--- src/rtl/pvid_pkg.sv ---
package pvid_pkg;

    localparam int CW  = 10;
    localparam int NCH = 3;
    localparam int BW  = CW * NCH;

    typedef logic [CW-1:0]         comp_t;
    typedef logic [1:0]            sel_t;
    typedef logic [NCH-1:0][1:0]   map_t;

    typedef enum logic [1:0] {
        DEPTH_10  = 2'd0,
        DEPTH_8   = 2'd1,
        DEPTH_6   = 2'd2,
        DEPTH_RSV = 2'd3
    } depth_e;

    typedef struct packed {
        logic                   vs;
        logic                   hs;
        logic                   de;
        logic [NCH-1:0][CW-1:0] c;
    } pix_t;

    // a map is legal when every lane names a real channel and no channel twice
    function automatic logic map_ok(map_t m);
        logic ok;
        ok = 1'b1;
        for (int i = 0; i < NCH; i++) begin
            if (m[i] == 2'd3) ok = 1'b0;
            for (int j = i + 1; j < NCH; j++)
                if (m[i] == m[j]) ok = 1'b0;
        end
        return ok;
    endfunction

    function automatic comp_t pick(logic [BW-1:0] bus, sel_t s);
        case (s)
            2'd0:    return bus[CW-1:0];
            2'd1:    return bus[2*CW-1:CW];
            2'd2:    return bus[3*CW-1:2*CW];
            default: return '0;
        endcase
    endfunction

    // MSB-justified component widened by copying its top bits downward
    function automatic comp_t expand(comp_t x, depth_e d);
        case (d)
            DEPTH_8: return {x[9:2], x[9:8]};
            DEPTH_6: return {x[9:4], x[9:6]};
            default: return x;
        endcase
    endfunction

endpackage

--- src/rtl/pvid_cfg.sv ---
module pvid_cfg
    import pvid_pkg::*;
#(
    parameter int TO_W   = 16,
    parameter int DEF_TO = 4000
) (
    input  logic            clk,
    input  logic            rst,
    input  logic            we,
    input  logic            vinv_i,
    input  logic            hinv_i,
    input  logic [1:0]      depth_i,
    input  map_t            map_i,
    input  logic [TO_W-1:0] to_i,
    output logic            vinv,
    output logic            hinv,
    output depth_e          depth,
    output map_t            map,
    output logic [TO_W-1:0] timeout,
    output logic            err
);

    localparam map_t MAP_IDENT = {2'd2, 2'd1, 2'd0};

    always_ff @(posedge clk) begin
        if (rst) begin
            vinv    <= 1'b0;
            hinv    <= 1'b0;
            depth   <= DEPTH_10;
            map     <= MAP_IDENT;
            timeout <= TO_W'(DEF_TO);
            err     <= 1'b0;
        end else if (we) begin
            vinv    <= vinv_i;
            hinv    <= hinv_i;
            depth   <= depth_e'(depth_i);
            timeout <= to_i;
            if (map_ok(map_i)) begin
                map <= map_i;
                err <= 1'b0;
            end else begin
                err <= 1'b1;
            end
        end
    end

endmodule

--- src/rtl/pvid_sync_wd.sv ---
module pvid_sync_wd #(
    parameter int TO_W = 16
) (
    input  logic            clk,
    input  logic            rst,
    input  logic            vs_edge,
    input  logic [TO_W-1:0] timeout,
    output logic            fallback
);

    logic [TO_W-1:0] cnt;
    logic            armed;   // one edge seen with no timeout since
    logic [TO_W:0]   nxt;

    assign nxt = {1'b0, cnt} + 1'b1;

    always_ff @(posedge clk) begin
        if (rst) begin
            cnt      <= '0;
            armed    <= 1'b0;
            fallback <= 1'b1;
        end else if (vs_edge) begin
            cnt   <= '0;
            armed <= 1'b1;
            if (fallback && armed)
                fallback <= 1'b0;
        end else if (nxt >= {1'b0, timeout}) begin
            armed    <= 1'b0;
            fallback <= 1'b1;
        end else begin
            cnt <= nxt[TO_W-1:0];
        end
    end

endmodule

--- src/rtl/pvid_bars.sv ---
module pvid_bars
    import pvid_pkg::*;
#(
    parameter int H_ACT = 48,
    parameter int H_TOT = 64,
    parameter int V_ACT = 12,
    parameter int V_TOT = 20
) (
    input  logic clk,
    input  logic rst,
    input  logic run,
    output pix_t pat
);

    localparam int HW    = $clog2(H_TOT);
    localparam int VW    = $clog2(V_TOT);
    localparam int BAR_W = H_ACT / 8;

    logic [HW-1:0] h;
    logic [VW-1:0] v;
    logic [HW-1:0] bar;
    logic [2:0]    idx;

    always_ff @(posedge clk) begin
        if (rst || !run) begin
            h <= '0;
            v <= '0;
        end else if (h == HW'(H_TOT - 1)) begin
            h <= '0;
            v <= (v == VW'(V_TOT - 1)) ? '0 : v + 1'b1;
        end else begin
            h <= h + 1'b1;
        end
    end

    always_comb begin
        bar    = h / HW'(BAR_W);
        idx    = 3'd7 - bar[2:0];
        pat.de = (h < HW'(H_ACT)) && (v < VW'(V_ACT));
        pat.hs = (h >= HW'(H_ACT + 2)) && (h < HW'(H_ACT + 6));
        pat.vs = (v >= VW'(V_ACT + 1)) && (v < VW'(V_ACT + 3));
        for (int k = 0; k < NCH; k++)
            pat.c[k] = (pat.de && idx[NCH-1-k]) ? comp_t'(10'h3FF) : '0;
    end

endmodule

--- src/rtl/pvid_front.sv ---
module pvid_front
    import pvid_pkg::*;
#(
    parameter int TO_W      = 16,
    parameter int FRAME_CYC = 1000,
    parameter int H_ACT     = 48,
    parameter int H_TOT     = 64,
    parameter int V_ACT     = 12,
    parameter int V_TOT     = 20
) (
    input  logic            pclk,
    input  logic            rst,
    input  logic            cfg_we,
    input  logic            cfg_vs_low,
    input  logic            cfg_hs_low,
    input  logic [1:0]      cfg_depth,
    input  logic [5:0]      cfg_map,
    input  logic [TO_W-1:0] cfg_timeout,
    input  logic            in_vsync,
    input  logic            in_hsync,
    input  logic            in_de,
    input  logic [29:0]     in_data,
    output logic            out_vsync,
    output logic            out_hsync,
    output logic            out_de,
    output logic [9:0]      out_c0,
    output logic [9:0]      out_c1,
    output logic [9:0]      out_c2,
    output logic            out_fallback,
    output logic            cfg_err
);

    localparam int DEF_TO = 4 * FRAME_CYC;

    logic            vinv_q, hinv_q;
    depth_e          depth_q;
    map_t            map_q;
    logic [TO_W-1:0] timeout_q;
    logic            vs_norm, vs_prev, vs_edge;
    logic            fb;
    pix_t            live, pat, out_q;
    logic            out_fb_q;

    pvid_cfg #(.TO_W(TO_W), .DEF_TO(DEF_TO)) u_cfg (
        .clk     (pclk),
        .rst     (rst),
        .we      (cfg_we),
        .vinv_i  (cfg_vs_low),
        .hinv_i  (cfg_hs_low),
        .depth_i (cfg_depth),
        .map_i   (map_t'(cfg_map)),
        .to_i    (cfg_timeout),
        .vinv    (vinv_q),
        .hinv    (hinv_q),
        .depth   (depth_q),
        .map     (map_q),
        .timeout (timeout_q),
        .err     (cfg_err)
    );

    assign vs_norm = in_vsync ^ vinv_q;
    assign vs_edge = vs_norm & ~vs_prev;

    always_ff @(posedge pclk) begin
        if (rst) vs_prev <= 1'b0;
        else     vs_prev <= vs_norm;
    end

    pvid_sync_wd #(.TO_W(TO_W)) u_wd (
        .clk      (pclk),
        .rst      (rst),
        .vs_edge  (vs_edge),
        .timeout  (timeout_q),
        .fallback (fb)
    );

    pvid_bars #(.H_ACT(H_ACT), .H_TOT(H_TOT), .V_ACT(V_ACT), .V_TOT(V_TOT)) u_bars (
        .clk (pclk),
        .rst (rst),
        .run (fb),
        .pat (pat)
    );

    assign live.vs = vs_norm;
    assign live.hs = in_hsync ^ hinv_q;
    assign live.de = in_de;

    for (genvar k = 0; k < NCH; k++) begin : g_lane
        assign live.c[k] = expand(pick(in_data, map_q[k]), depth_q);
    end

    always_ff @(posedge pclk) begin
        if (rst) begin
            out_q    <= '0;
            out_fb_q <= 1'b1;
        end else begin
            out_q    <= fb ? pat : live;
            out_fb_q <= fb;
        end
    end

    assign out_vsync    = out_q.vs;
    assign out_hsync    = out_q.hs;
    assign out_de       = out_q.de;
    assign out_c0       = out_q.c[0];
    assign out_c1       = out_q.c[1];
    assign out_c2       = out_q.c[2];
    assign out_fallback = out_fb_q;

endmodule

--- config.mk ---
export PLATFORM = sky130hd
export DESIGN_NAME = pvid_front
export DESIGN_NICKNAME = d
export VERILOG_FILES = /design/src/rtl/pvid_pkg.sv /design/src/rtl/pvid_cfg.sv /design/src/rtl/pvid_sync_wd.sv /design/src/rtl/pvid_bars.sv /design/src/rtl/pvid_front.sv
export SDC_FILE = /design/constraint.sdc
export NUM_CORES = 1
export LEC_CHECK = 0
export BUFFER_PORTS_ARGS = -buffer_cell sky130_fd_sc_hd__buf_2
export CAP_MARGIN = 40
export CORE_MARGIN = 1.5
export CORE_UTILIZATION = 55
export CTS_BUF_LIST = sky130_fd_sc_hd__clkbuf_2
export CTS_CLUSTER_DIAMETER = 150
export DETAILED_ROUTE_END_ITERATION = 12
export GPL_TIMING_DRIVEN = 0
export HOLD_SLACK_MARGIN = 0.03
export PLACE_DENSITY = 0.85
export SLEW_MARGIN = 15
export SYNTH_ARGS = -nofsm -noshare
export SYNTH_HDL_FRONTEND = slang
export SYNTH_HIERARCHICAL = 1
export SYNTH_SLANG_ARGS = --single-unit
--- constraint.sdc ---
create_clock -name pclk -period 4.5 [get_ports pclk]
set_input_delay 0.45 -clock pclk [delete_from_list [all_inputs] [get_ports pclk]]
set_output_delay 0.45 -clock pclk [all_outputs]
set_load 0.005 [all_outputs]
After elaboration in Yosys (flattened, before gate mapping)
Cells that the tools add are included.
{"block": "totals", "reg_bits": 91, "input_bits": 62, "out_inout_bits": 35, "elab_cells": 96}
{"block": "classes", "add_sub_neg": 4, "n_div": 1, "magnitude_cmp": 7, "eq_ne": 17, "muxes": 25, "n_bitwise": 4, "reduce_logical": 17}
{"cell": "one-hot mux 10 bit (3 select lines)", "n": 3}
{"cell": "2-to-1 mux 33 bit", "n": 1}
{"cell": "2-to-1 mux 10 bit", "n": 3}
{"cell": "one-hot mux 4 bit (2 select lines)", "n": 3}
{"cell": "adder 16 x 1 -> 17 bit, second input constant", "n": 1}
{"cell": ">= comparator 17 x 16 -> 1 bit", "n": 1}
{"cell": "== test 2 bit, second input constant", "n": 7}
{"cell": "2-to-1 mux 1 bit", "n": 14}
{"cell": "< comparator 6 bit, second input constant", "n": 2}
{"cell": "< comparator 5 x 4 -> 1 bit, second input constant", "n": 2}
{"cell": "== test 2 x 1 -> 1 bit, second input constant", "n": 4}
{"cell": "logical AND 1 bit", "n": 7}
{"cell": "adder 6 x 1 -> 6 bit, second input constant", "n": 1}
{"cell": "divider 6 x 3 -> 6 bit, second input constant", "n": 1}
{"cell": "== test 2 bit", "n": 3}
{"cell": "== test 6 bit, second input constant", "n": 1}
{"cell": ">= comparator 6 bit, second input constant", "n": 1}
{"cell": "zero test 2 bit", "n": 3}
{"cell": "adder 5 x 1 -> 5 bit, second input constant", "n": 1}
{"cell": "== test 5 bit, second input constant", "n": 1}
{"cell": ">= comparator 5 x 4 -> 1 bit, second input constant", "n": 1}
{"cell": "2-to-1 mux 5 bit", "n": 1}
{"cell": "AND reduction 2 bit", "n": 2}
{"cell": "OR reduction 2 bit", "n": 2}
{"cell": "8 further kinds", "n": 9}

Longest topological paths before layout
{"block": "depth", "depth_word": 10, "mapped_depth": 15, "mapped_depth_nobuf": 14}

By module
The synthesis kept the hierarchy.
{"module": "pvid_front", "instances": 1, "cells_each": 257, "area_per_inst_um2": 2244.7, "seq_area_each_um2": 700.7}
{"module": "pvid_sync_wd", "instances": 1, "cells_each": 179, "area_per_inst_um2": 1405.1, "seq_area_each_um2": 360.3}
{"module": "pvid_bars", "instances": 1, "cells_each": 135, "area_per_inst_um2": 1071.0, "seq_area_each_um2": 220.2}
{"module": "pvid_cfg", "instances": 1, "cells_each": 103, "area_per_inst_um2": 1061.0, "seq_area_each_um2": 540.5}

Least setup slack after synthesis
Ideal clock, no wire load.
{"block": "synth_timing", "kind": "register to register", "start": "reg u_wd.cnt[0]", "end": "reg u_wd.cnt[2]", "setup_ps": 71, "t_arrival_ps": 3051, "required_time_ps": 4429, "setup_slack_ps": 1378, "stages_incl_launch_ff": 15, "path_buffers": 1, "period_less_slack_ps": 3122, "path_cell_list": "dfxtp_1 -> ha_1 -> nand3_2 -> or2_4 -> nor2_1 -> nand3_1 -> nor2_1 -> xor2_1 -> ha_1 -> a21boi_0 -> o31ai_1 -> nand4_4 -> buf_2 -> or3_1 -> a21oi_1"}
{"block": "synth_via", "elab_chain_len": 2}
{"item": "start: declaration", "line_no": "pvid_sync_wd.sv:11", "rtl": "logic [TO_W-1:0] cnt;"}
{"item": "start signal: assignment", "line_no": "pvid_sync_wd.sv:31", "rtl": "cnt <= nxt[TO_W-1:0];"}
{"item": "adder 16 x 1 -> 17 bit", "line_no": "pvid_sync_wd.sv:15", "rtl": "assign nxt = {1'b0, cnt} + 1'b1;"}
{"item": "net u_wd.nxt[14]", "line_no": "pvid_sync_wd.sv:13", "rtl": "logic [TO_W:0] nxt;"}
{"item": ">= comparator 17 x 16 -> 1 bit", "line_no": "pvid_sync_wd.sv:27", "rtl": "end else if (nxt >= {1'b0, timeout}) begin"}
The timed path passes the listed nets, and every way through them passes these cells.
A chain may end at the register's enable or synchronous reset.

Worst setup path after layout
{"block": "layout_timing", "start": "reg u_wd.cnt[0]", "end": "reg u_wd.cnt[7]"}
Same word-level chain as after synthesis.

==> tab_implementation.tex <==
\begin{tabular}{lr}
\hline
Metric & Value \\
\hline
\multicolumn{2}{l}{\textbf{Critical path}} \\
\quad Worst endpoint required time & 5.01 ns \\
\quad Startpoint type of the worst setup path & flip-flop \\
\quad Crit path max-delay cell type & sky130\_fd\_sc\_hd\_\_dfxtp\_1 \\
\quad Number of buffer and inverter stages on the critical path & 1 \\
\quad Worst setup EP type & flip-flop \\
\quad Maximum fanout along the worst path & 10 \\
\quad Maximum single-stage delay on the critical path & 0.48 ns \\
\quad CP Launch Point & u\_wd/cnt[0] \\
\quad Start-to-end type of the worst setup path & flip-flop to flip-flop \\
\quad FF-to-FF Start & u\_wd/cnt[0] \\
\quad Data arrival time of the critical path & 4.13 ns \\
\quad Worst-case register-to-register setup slack & slightly below 0.9 ns \\
\quad Chain of cells forming the critical path & ha\_1, nand3\_2, or2\_4, nor2\_1, nand3\_1, nor2\_1, xor2\_1, ha\_1, a21boi\_0, o31ai\_1, nand4\_4, buf\_2, or3\_1, a21oi\_1 \\
\quad Cell family contributing the most delay on the critical path & simple AND/OR/NAND/NOR gates \\
\multicolumn{2}{l}{\textbf{Clock tree}} \\
\quad Root cell of the clock tree & sky130\_fd\_sc\_hd\_\_clkbuf\_2 \\
\quad Count of buffers added by post-CTS timing repair for setup & 0 \\
\quad CTS tree & built \\
\quad Sinks on the clock net & 91 \\
\quad H-tree levels & 3 \\
\quad Clock latency at the later pin of the worst-skew pair & 0.57 ns \\
\quad Worst-path clk slew & 0.24 ns \\
\quad Post-CTS sizing & 0 \\
\quad Number of buffers on the longest clock path & 2 \\
\quad Clock buffer count from CTS & 9 \\
\multicolumn{2}{l}{\textbf{Pwr}} \\
\quad Proportion of total power due to net switching & 0.3040 \\
\quad Leakage Power & approximately 3.0 nW \\
\quad Share of power burned in registers & 0.546 \\
\quad Power density over cell area & 245.6 mW/mm2 \\
\quad Total net switching power & 489.4 uW \\
\quad Clock share of power & 0.248 \\
\quad Comb pwr share & 0.206 \\
\quad Maximum resistive drop on vdd & roughly 220 uV \\
\quad Internal power of the cells & roughly 1.1 mW \\
\multicolumn{2}{l}{\textbf{Flow run}} \\
\quad Maximum capacitance violations & 0 \\
\multicolumn{2}{l}{\textbf{Die}} \\
\quad Placeable Area & 0.01028 mm2 \\
\quad Die outline area & 0.01114 mm2 \\
\quad Die H & 105.5 um \\
\quad Starting density of the core & 0.5626 \\
\quad Width of the chip & 105.5 um \\
\quad Number of top-level design ports & 97 \\
\quad Num rows & 37 \\
\multicolumn{2}{l}{\textbf{Global routing}} \\
\quad Grt ovf & 0 \\
\quad Initial antenna violation count & 1 \\
\quad Largest net degree at the start of global routing & 15 \\
\quad First-pass GRT wire length & $\sim$25 mm \\
\quad Number of global-route vias before repair & 5148 \\
\quad All-layer global routing usage & 0.2804 \\
\multicolumn{2}{l}{\textbf{Route}} \\
\quad Detailed router's first-iteration violation count & between 300 and 400 \\
\quad Aggregate routed wire length & 15.46 mm \\
\quad Drt via density & 5.712 \\
\quad Routed vias & 5284 \\
\quad Detailed Routing Iterations Pass 1 & 7 \\
\quad Post-route antenna net violation count & 0 \\
\quad WL/cell & roughly 17 um \\
\quad Final routed DRC violation total & 0 \\
\multicolumn{2}{l}{\textbf{Timing}} \\
\quad Ratio of final minimum period to clock period & 0.8044 \\
\quad Top achievable clock speed & between 200 and 300 MHz \\
\quad Hold\_ws & $\sim$0.070 ns \\
\quad Transition at the pin with the smallest max-transition slack & 0.7436 ns \\
\quad Hold violation total from the final report & 0 \\
\quad Final period demand of the worst path & 3.620 ns \\
\quad Slew HR & 0.5043 \\
\quad Max Slew Vio Count & 0 \\
\quad Total negative slack for setup checks & 0 ns \\
\quad Fin Clk Skew & 0.02529 ns \\
\quad Unrepaired setup endpoints after global routing & no \\
\quad Final setup violating endpoints & 0 \\
\multicolumn{2}{l}{\textbf{Logic synthesis}} \\
\quad Post-synthesis register bit count & 91 \\
\quad Share of the synthesized area in the top cell type & 0.3151 \\
\quad Per-instance average area after synthesis & $\sim$8.6 um2 \\
\quad Cell count after synthesis & approximately 670 \\
\quad Synthesis warning total & 6 \\
\quad Post-Synthesis Net Count & 762 \\
\quad Synth area leaders & sky130\_fd\_sc\_hd\_\_dfxtp\_1 32\%, sky130\_fd\_sc\_hd\_\_mux2i\_1 11\%, sky130\_fd\_sc\_hd\_\_ha\_1 5.6\%, sky130\_fd\_sc\_hd\_\_nor2\_1 4.2\%, sky130\_fd\_sc\_hd\_\_buf\_4 4.0\% \\
\quad Synth top cells by count & 91 x sky130\_fd\_sc\_hd\_\_dfxtp\_1, 65 x sky130\_fd\_sc\_hd\_\_nor2\_1, 62 x sky130\_fd\_sc\_hd\_\_mux2i\_1 \\
\quad EDFF count, synth & 0 \\
\quad Most common cell in the synthesized netlist & sky130\_fd\_sc\_hd\_\_dfxtp\_1 \\
\quad Ys async rst share & 0 \\
\quad Post-synthesis instance area & 0.005782 mm2 \\
\quad Flip-flop cell with the highest count after synthesis & sky130\_fd\_sc\_hd\_\_dfxtp\_1 \\
\quad Count of unique library cells instantiated by Yosys & 57 \\
\quad Share of the yosys chip area belonging to registers & 0.3151 \\
\quad Cell type with the largest total area after synthesis & sky130\_fd\_sc\_hd\_\_dfxtp\_1 \\
\multicolumn{2}{l}{\textbf{Final layout}} \\
\quad Number of fill cells & 926 \\
\quad Layout overhead on the synthesized area & 13.35\% \\
\quad Combined flip-flop and latch cell area & around 0.0018 mm2 \\
\quad Post-route cell area & between 0.006 and 0.007 mm2 \\
\quad Number of nets in the layout & just under 900 \\
\quad Area of the multi-input gates & between 0.003 and 0.004 mm2 \\
\quad Core Util, Final & 0.6377 \\
\quad Share of final-layout standard cells stronger than drive strength 1 & 0.2411 \\
\multicolumn{2}{l}{\textbf{Run status}} \\
\quad Status & finished, final reports clean \\
\multicolumn{2}{l}{\textbf{Placement}} \\
\quad Area after DPL & between 0.006 and 0.007 mm2 \\
\quad Detailed placement HPWL & roughly 12 mm \\
\quad Port-buffer cells & 96 \\
\quad Placer Congestion & 0.9638 \\
\multicolumn{2}{l}{\textbf{Min path}} \\
\quad Hold wc startpoint & cfg\_timeout[8] \\
\quad Class of the tightest hold or removal check & primary input to flip-flop \\
\hline
\end{tabular}
==> power by group through the flow <==
stage                     combinational [mW]  clock [mW]  sequential [mW]
final                                  0.332       0.399            0.879
after global routing                   0.362       0.444            0.885
after CTS                              0.328       0.411            0.879
after detailed placement               0.326           0            0.895
after global placement                 0.318           0            0.892
after floorplan                        0.197           0            0.894
==> stage by stage <==
step	setup slack [ns]	instances	total power, mW
after floorplan	1.378	674	1.091
after global placement	1.011	906	1.210
after detailed placement	0.9563	906	1.221
after CTS	0.8934	922	1.618
after global routing	0.5531	925	1.691
final	0.8802	925	1.610
==> worst reg2reg max path: cells and delay by family, from the launching register on <==
| family | cells | cell delay (ns) |
|---|---|---|
| compound gates | 3 | 0.67 |
| xor+xnor | 1 | 0.17 |
| fa+ha+maj | 2 | 0.52 |
| buf+inv | 1 | 0.23 |
| flops | 1 | 0.48 |
| simple gates | 7 | 1.50 |
==> worst paths after layout <==
path,endpoint,cells past startpoint
hold reg to reg,u_bars/h[0],1
setup / recovery,u_wd/cnt[7],14
hold / removal,u_cfg/timeout[8],2
setup reg to reg,u_wd/cnt[7],14
==> flip-flops by register name (all words and copies together), names as in the netlist <==
name,count
u_cfg/timeout,16
u_wd/cnt,16
out_c0,10
out_c1,10
out_c2,10
u_bars/h,6
u_cfg/map,6
u_bars/v,5
u_cfg/depth,2
out_de,1
out_fallback,1
out_hsync,1
out_vsync,1
u_cfg/err,1
u_cfg/hinv,1
u_cfg/vinv,1
u_wd/armed,1
u_wd/fallback,1
vs_prev,1
==> cell type report <==
class | instances | area share
sequential | 91 | 0.2780
buffer | 67 | 0.06586
timing repair buffer | 98 | 0.07560
multi-input combinational | 477 | 0.5160
clock buffer | 9 | 0.006873
antenna | 1 | 0.0003818
inverter | 39 | 0.02234
clock inverter | 7 | 0.008973
tap | 136 | 0.02596
==> cell usage in the layout (no fill, tap or decap), types with 5 or more instances in the layout <==
| cell | n |
|---|---|
| sky130_fd_sc_hd__o2bb2ai_1 | 9 |
| sky130_fd_sc_hd__nand4_1 | 6 |
| sky130_fd_sc_hd__nor3_1 | 18 |
| sky130_fd_sc_hd__nor2_1 | 65 |
| sky130_fd_sc_hd__nand2b_1 | 12 |
| sky130_fd_sc_hd__inv_1 | 38 |
| sky130_fd_sc_hd__mux2_2 | 5 |
| sky130_fd_sc_hd__or3_1 | 15 |
| sky130_fd_sc_hd__xor2_1 | 7 |
| sky130_fd_sc_hd__nand3_1 | 15 |
| sky130_fd_sc_hd__a211o_1 | 6 |
| sky130_fd_sc_hd__a21oi_1 | 41 |
| sky130_fd_sc_hd__nand3b_1 | 14 |
| sky130_fd_sc_hd__buf_4 | 31 |
| sky130_fd_sc_hd__clkbuf_1 | 14 |
| sky130_fd_sc_hd__buf_2 | 112 |
| sky130_fd_sc_hd__o21ai_1 | 19 |
| sky130_fd_sc_hd__mux2i_1 | 62 |
| sky130_fd_sc_hd__nand2_1 | 20 |
| sky130_fd_sc_hd__or2_2 | 6 |
| sky130_fd_sc_hd__buf_6 | 6 |
| sky130_fd_sc_hd__nor2b_1 | 24 |
| sky130_fd_sc_hd__a22oi_1 | 9 |
| sky130_fd_sc_hd__a221oi_1 | 10 |
| sky130_fd_sc_hd__xnor2_1 | 16 |
| sky130_fd_sc_hd__dfxtp_1 | 91 |
| sky130_fd_sc_hd__o21ai_0 | 14 |
| sky130_fd_sc_hd__ha_1 | 26 |
| sky130_fd_sc_hd__o22ai_1 | 6 |
| sky130_fd_sc_hd__a22o_1 | 5 |
| sky130_fd_sc_hd__clkbuf_2 | 9 |
==> kinds of logic after synthesis <==
group,count (synthesis),synth area share
AO/OA/AOI/OAI,146,0.1716
XOR/XNOR,23,0.03484
adder cells (fa/ha/maj),26,0.05626
buffers and inverters,106,0.09998
flip-flops,91,0.3151
multiplexers,69,0.1210
AND/OR/NAND/NOR,213,0.2013
==> timing repair <==
item,4_1_cts,5_1_grt
hold buffers,0,1
endpoints found under the hold margin,0,1
setup endpoints to repair,0,0
==> routing by layer <==
metal / share of wire / vias up / GRT usage
met4: 0.021 / 0 / 0.1216
met1: 0.41 / 2483 / 0.3462
met5: 0 / - / 0
met3: 0.064 / 32 / 0.03711
li1: - / 2567 / -
met2: 0.50 / 202 / 0.4888
Power figures use the tool's default switching activity.
